[src/rtl/jks_pkg.sv]
package jks_pkg;

    // stage-0 action, encoded as {j_in, kn_in}
    typedef enum logic [1:0] {
        ST0_CLEAR  = 2'b00,
        ST0_HOLD   = 2'b01,
        ST0_TOGGLE = 2'b10,
        ST0_SET    = 2'b11
    } st0_op_e;

    typedef enum logic {
        MODE_SHIFT = 1'b0,
        MODE_LOAD  = 1'b1
    } reg_mode_e;

    function automatic st0_op_e decode_jk(input logic j, input logic kn);
        return st0_op_e'({j, kn});
    endfunction

    function automatic logic stage0_next(input st0_op_e op, input logic cur);
        logic r;
        case (op)
            ST0_CLEAR:  r = 1'b0;
            ST0_HOLD:   r = cur;
            ST0_TOGGLE: r = ~cur;
            default:    r = 1'b1;
        endcase
        return r;
    endfunction

endpackage

[src/rtl/jks_first_stage.sv]
module jks_first_stage
    import jks_pkg::*;
(
    input  logic j,
    input  logic kn,
    input  logic cur,
    output logic nxt
);
    st0_op_e op;

    always_comb begin
        op  = decode_jk(j, kn);
        nxt = stage0_next(op, cur);
    end
endmodule

[src/rtl/jks_core.sv]
module jks_core
    import jks_pkg::*;
#(
    parameter int W = 4
) (
    input  logic         clk,
    input  logic         clear,
    input  reg_mode_e    mode,
    input  logic [W-1:0] par_in,
    input  logic         nxt0,
    output logic [W-1:0] state
);
    localparam int LAST = W - 1;

    logic [W-1:0] shifted;
    logic         armed;

    assign shifted[0] = nxt0;
    for (genvar i = 1; i <= LAST; i++) begin : g_shift
        assign shifted[i] = state[i-1];
    end

    always_ff @(posedge clk or posedge clear) begin
        if (clear) begin
            state <= '0;
            armed <= 1'b0;
        end else begin
            state <= (mode == MODE_LOAD) ? par_in : shifted;
            armed <= 1'b1;
        end
    end


    load_capture_chk: assert property (@(posedge clk) disable iff (clear)
        (armed && mode == MODE_LOAD) |=> (state == $past(par_in)));


    shift_move_chk: assert property (@(posedge clk) disable iff (clear)
        (armed && mode == MODE_SHIFT) |=> (state[LAST:1] == $past(state[LAST-1:0])));
endmodule

[src/rtl/jks_polarity.sv]
module jks_polarity #(
    parameter int W = 4
) (
    input  logic         true_pol,
    input  logic [W-1:0] state,
    output logic [W-1:0] q
);
    for (genvar i = 0; i < W; i++) begin : g_pol
        assign q[i] = true_pol ? state[i] : ~state[i];
    end
endmodule

[src/rtl/jk_entry_shifter.sv]
module jk_entry_shifter
    import jks_pkg::*;
#(
    parameter int W = 4
) (
    input  logic         clk,
    input  logic         clear,
    input  logic         load_en,
    input  logic         j_in,
    input  logic         kn_in,
    input  logic [W-1:0] par_in,
    input  logic         true_pol,
    output logic [W-1:0] q_out
);
    logic [W-1:0] state;
    logic         nxt0;
    logic         seen;
    reg_mode_e    mode;

    assign mode = load_en ? MODE_LOAD : MODE_SHIFT;

    jks_first_stage u_first (
        .j   (j_in),
        .kn  (kn_in),
        .cur (state[0]),
        .nxt (nxt0)
    );

    jks_core #(.W(W)) u_core (
        .clk    (clk),
        .clear  (clear),
        .mode   (mode),
        .par_in (par_in),
        .nxt0   (nxt0),
        .state  (state)
    );

    jks_polarity #(.W(W)) u_pol (
        .true_pol (true_pol),
        .state    (state),
        .q        (q_out)
    );

    always_ff @(posedge clk or posedge clear) begin
        if (clear) seen <= 1'b0;
        else       seen <= 1'b1;
    end


    st0_set_chk: assert property (@(posedge clk) disable iff (clear)
        (seen && !load_en && j_in && kn_in) |=> state[0]);


    st0_clear_chk: assert property (@(posedge clk) disable iff (clear)
        (seen && !load_en && !j_in && !kn_in) |=> !state[0]);


    st0_toggle_chk: assert property (@(posedge clk) disable iff (clear)
        (seen && !load_en && j_in && !kn_in) |=> (state[0] != $past(state[0])));


    st0_hold_chk: assert property (@(posedge clk) disable iff (clear)
        (seen && !load_en && !j_in && kn_in) |=> $stable(state[0]));


    always @(negedge clk) begin
        if (clear) begin
            reset_out_chk: assert (q_out == {W{~true_pol}});
        end
    end
endmodule

[config.mk]
export PLATFORM = sky130hd
export DESIGN_NAME = jk_entry_shifter
export DESIGN_NICKNAME = d
export VERILOG_FILES = /design/src/rtl/jks_pkg.sv /design/src/rtl/jks_first_stage.sv /design/src/rtl/jks_core.sv /design/src/rtl/jks_polarity.sv /design/src/rtl/jk_entry_shifter.sv
export SDC_FILE = /design/constraint.sdc
export NUM_CORES = 1
export LEC_CHECK = 0
export BUFFER_PORTS_ARGS = -buffer_cell sky130_fd_sc_hd__clkbuf_2
export CAP_MARGIN = 20
export CORE_AREA = 8 8 45 47
export DETAILED_ROUTE_END_ITERATION = 10
export DIE_AREA = 0 0 53 55
export GPL_TIMING_DRIVEN = 0
export HOLD_SLACK_MARGIN = 0.02
export PLACE_DENSITY = 0.32
export SYNTH_ARGS = -nofsm -noshare
export SYNTH_HDL_FRONTEND = slang
export SYNTH_SLANG_ARGS = --single-unit
[constraint.sdc]
create_clock -name clk -period 2.2 [get_ports clk]
set_input_delay 0.11 -clock clk [delete_from_list [all_inputs] [get_ports clk]]
set_output_delay 0.11 -clock clk [all_outputs]
set_load 0.03 [all_outputs]
After elaboration in Yosys (flattened, before gate mapping)
Index checks and enable logic that the tools add are counted.

word-level totals
  register bits = 4
  latch bits = 0
  bits in writable memories = 0
  bits in read-only memories = 0
  input bits = 10
  output and inout bits = 4
  word-level logic and storage cells = 17
  memories kept = 0

operators by class
  add/subtract/negate cells = 0
  multipliers = 0
  div/mod/pow operators = 0
  $lt $le $gt $ge = 0
  equality and inequality tests = 3
  shift operators = 0
  muxes and demuxes = 7
  bitwise gates (word level) = 4
  reductions and logical operators = 1

operators with widths
  cell                                                                    count
  1-bit 2-to-1 mux                                                        5
  4-bit 2-to-1 mux                                                        1
  1-bit inverter                                                          4
  1-bit case mux with 3 select lines                                      1
  2-bit by 1-bit equality test with 1-bit output (second input constant)  1
  2-bit equality test (second input constant)                             1
  2-bit zero test                                                         1
  2-bit != test (second input constant)                                   1

Longest topological paths before layout
  depth after elaboration = 3
  gate-level depth with buffers = 2
  gate-level depth less buffers = 2

Cells and area by module
Synthesis repeated with hierarchy kept, for this count alone.

second synthesis, totals
  cell total of the unflattened synthesis = 15
  area total of the unflattened synthesis = 210.2 um^2

by module, submodules not included
  module           times used  cells each  area each (um^2)  sequential area each (um^2)
  jks_core         1           9           148.9             100.1
  jks_polarity     1           5           46.3              0.0
  jks_first_stage  1           1           15.0              0.0

Worst setup path after synthesis
Ideal clock, no wire load.

  path type = reg2out
  from = register u_core.state[0]
  to = output port q_out[0]
  data arrival time = 941 ps
  required time = 2,090 ps
  path slack = 1,149 ps
  stages on the path, launching flop included = 2
  path buffers = 0
  cell sequence = dfrtp_1 > xnor2_1

between the ends
  longest elaborated chain between the ends = 2

RTL lines
  element                   line                    text
  start: declaration        jks_core.sv:11          output logic [W-1:0] state
  start signal: assignment  jks_core.sv:28          state <= (mode == MODE_LOAD) ? par_in : shifted;
  1-bit inverter            jks_polarity.sv:9       assign q[i] = true_pol ? state[i] : ~state[i];
  1-bit 2-to-1 mux (*)      jks_polarity.sv:9
  end: declaration          jk_entry_shifter.sv:13  output logic [W-1:0] q_out

Mark *: on every way between the ends. The rest lies on a longest branch, timed or not.

Final worst setup path
Same ends and word-level chain as after synthesis.

==> run summary <==
# setup viols final: 0
mux share of post-synthesis cell area: 22.3%
Die Wd: 53 um
Slew headroom: 88.2%
Clock Skew: 1.93 ps
Antenna diodes: 0
Initial Util: 14.2%
Worst Hold Path EP: u_core.state[0]$_DFFE_PP0P_
port bufs: 12
Least-Margin Pin Slew: 177 ps
Netlist Area Pre-Place: 196 um^2
core footprint: 1380 um^2
Final Hold Viols: 0
first-pass GRT wire length: 855 um
gr ovfl total: 0
root buf cell: clkbuf_4
routed len/inst: 10.6 um
WS Path Type: reg2out
simple-gate share of the synthesized area: 1.91%
Initial DRT Pass Iterations: 1
capturing element type of the critical path: output port
via count of the first global-routing pass: 195
Vias: 162
Vias/cell: 3.38
gpl congestion: 0.650
share of layout cells above drive strength 1: 59.4%
Largest register FFs: 4
Final ANT Viol Nets: 0
Fin Hold WS: 90.6 ps
WHS Path Cells: 3
Final nets: 44
Synth warnings: 0
largest family of logic cells by synthesized area: multiplexers
Final period util: 51.2%
Placed Area: 277 um^2
Post-Synth XOR/XNOR Area: 17.8%
Initial DRC Count: 0
clock buffer depth: 2
Hold Crit Class: in2reg
VDD IR-drop max: 168 uV
CTS resizes: 0
RSZ-0062 raised after global routing: no
P per Cell Area: 783 nW/um^2
post-place setup slack: 1300 ps
Placed Cells: 44
Final Critical Period: 1130 ps
Die H: 55 um
FF+latch count, synth: 4
row count: 14
clock sinks: 4
I/O pin count: 14
most flop-heavy register: u_core.state
Power, Total: 242 uW
r2r worst-path depth: 1
Synth Area in Compound Gates: 2.55%
Mapped Nets: 26
Max Cap Viol: 0
area of the die: 2920 um^2
hold path startpoint: par_in[0]
status: finished, final reports clean
Clk pin slew, worst setup/hold paths: 40 ps
Final Max Slew Viols: 0
Netlist cell types: 8
adder-cell area share of the yosys netlist: 0%
setup slack, reg-to-reg: 1410 ps
CTS tree: done
Max Clock Freq: 0.887 GHz
reg2reg start: u_core.state[0]$_DFFE_PP0P_
final setup TNS: 0 ps
residual DRC count: 0
TritonCTS buffer count: 3
CP Data Arrival Time: 1020 ps
FF-to-FF End: u_core.state[1]$_DFF_PP0_
largest registers: u_core.state: 4 flops
Syn-to-layout area delta: 57.3%
crit path setup slack, layout: 1070 ps
initial antenna violation count: 0
pin count of the biggest net entering global routing: 6
Finished Layout Cells: 48
register area share after synthesis: 51.0%
Util after Layout: 22.3%
Post-Syn Instances: 16
leak pwr: 0.154 nW
Worst EP required: 2090 ps
CP max FO: 3
Clk Latency, worst-skew pair: 230 ps
GRT Total Usage: 4.43%
Worst Setup Start Kind: flop
design area: 309 um^2
Routed Wire Length: 511 um
average size of a mapped cell: 12.3 um^2
H-tree Lvls: 1
==> cells by family after synthesis <==
family	count (synthesis)
mux	4
flops	4
simple gates	1
buf+inv	2
compound gates	1
xor+xnor	4
==> worst max path at each step <==
stage                     slack [ps]       end                        start  cells after the start
after floorplan                 1150  q_out[0]  u_core.state[0]$_DFFE_PP0P_                      1
after CTS                       1050  q_out[0]  u_core.state[0]$_DFFE_PP0P_                      2
final                           1070  q_out[0]  u_core.state[0]$_DFFE_PP0P_                      2
after global placement          1310  q_out[0]  u_core.state[0]$_DFFE_PP0P_                      2
after detailed placement        1300  q_out[0]  u_core.state[0]$_DFFE_PP0P_                      2
after global routing            1000  q_out[0]  u_core.state[0]$_DFFE_PP0P_                      2
==> cell type report <==
class,instances,area (um^2)
multi-input combinational,10,87.6
fill,166,1070
inverter,1,3.75
buffer,1,5.00
timing repair buffer,13,70.1
sequential,4,100
tap,16,20.0
clock buffer,3,22.5
==> cell usage after synthesis <==
library cell  n  area share (%)
mux2i_1       1             5.1
dfrtp_1       4              51
o21ai_1       1             2.5
clkbuf_2      1             2.5
inv_1         1             1.9
xnor2_1       4              18
mux2_2        3              17
nand2_1       1             1.9
==> timing repair <==
item | CTS | global route
hold endpoints to repair | 4 | 0
hold buffers | 1 | 0
buffers inserted | 0 | 0
setup endpoints to repair | 0 | 0
==> routing by layer <==
metal  up-vias  global-route usage, %  part of all wire (%)
met1        72                   3.21                    31
met5         -                      0                     0
met3         0                   2.67                    17
met2         7                   6.84                    52
met4         0                   6.47                     0
li1         83                      -                     -
==> layout by cell type (no fill, tap or decap) <==
master / Yosys / final
clkbuf_2: 1 / 13
xnor2_1: 4 / 4
dfrtp_1: 4 / 4
mux2_2: 3 / 3
clkbuf_4: 0 / 3
mux2i_1: 1 / 1
nand2_1: 1 / 1
o21ai_1: 1 / 1
inv_1: 1 / 1
dlygate4sd3_1: 0 / 1
==> power by group <==
part           switching (mW)  internal [mW]  leakage [nW]  total, mW
Clock                  0.0294         0.0610        0.0138     0.0904
Combinational          0.0378         0.0273        0.0925     0.0651
Sequential            0.00526         0.0812        0.0472     0.0865
Total                  0.0725          0.170         0.154      0.242
==> worst max-delay path, cell delays in order (launching register included) <==
cell	delay, ps
dfrtp_1	410
xnor2_1	160
clkbuf_2	220
No activity file was read; power rests on OpenSTA's default activity.
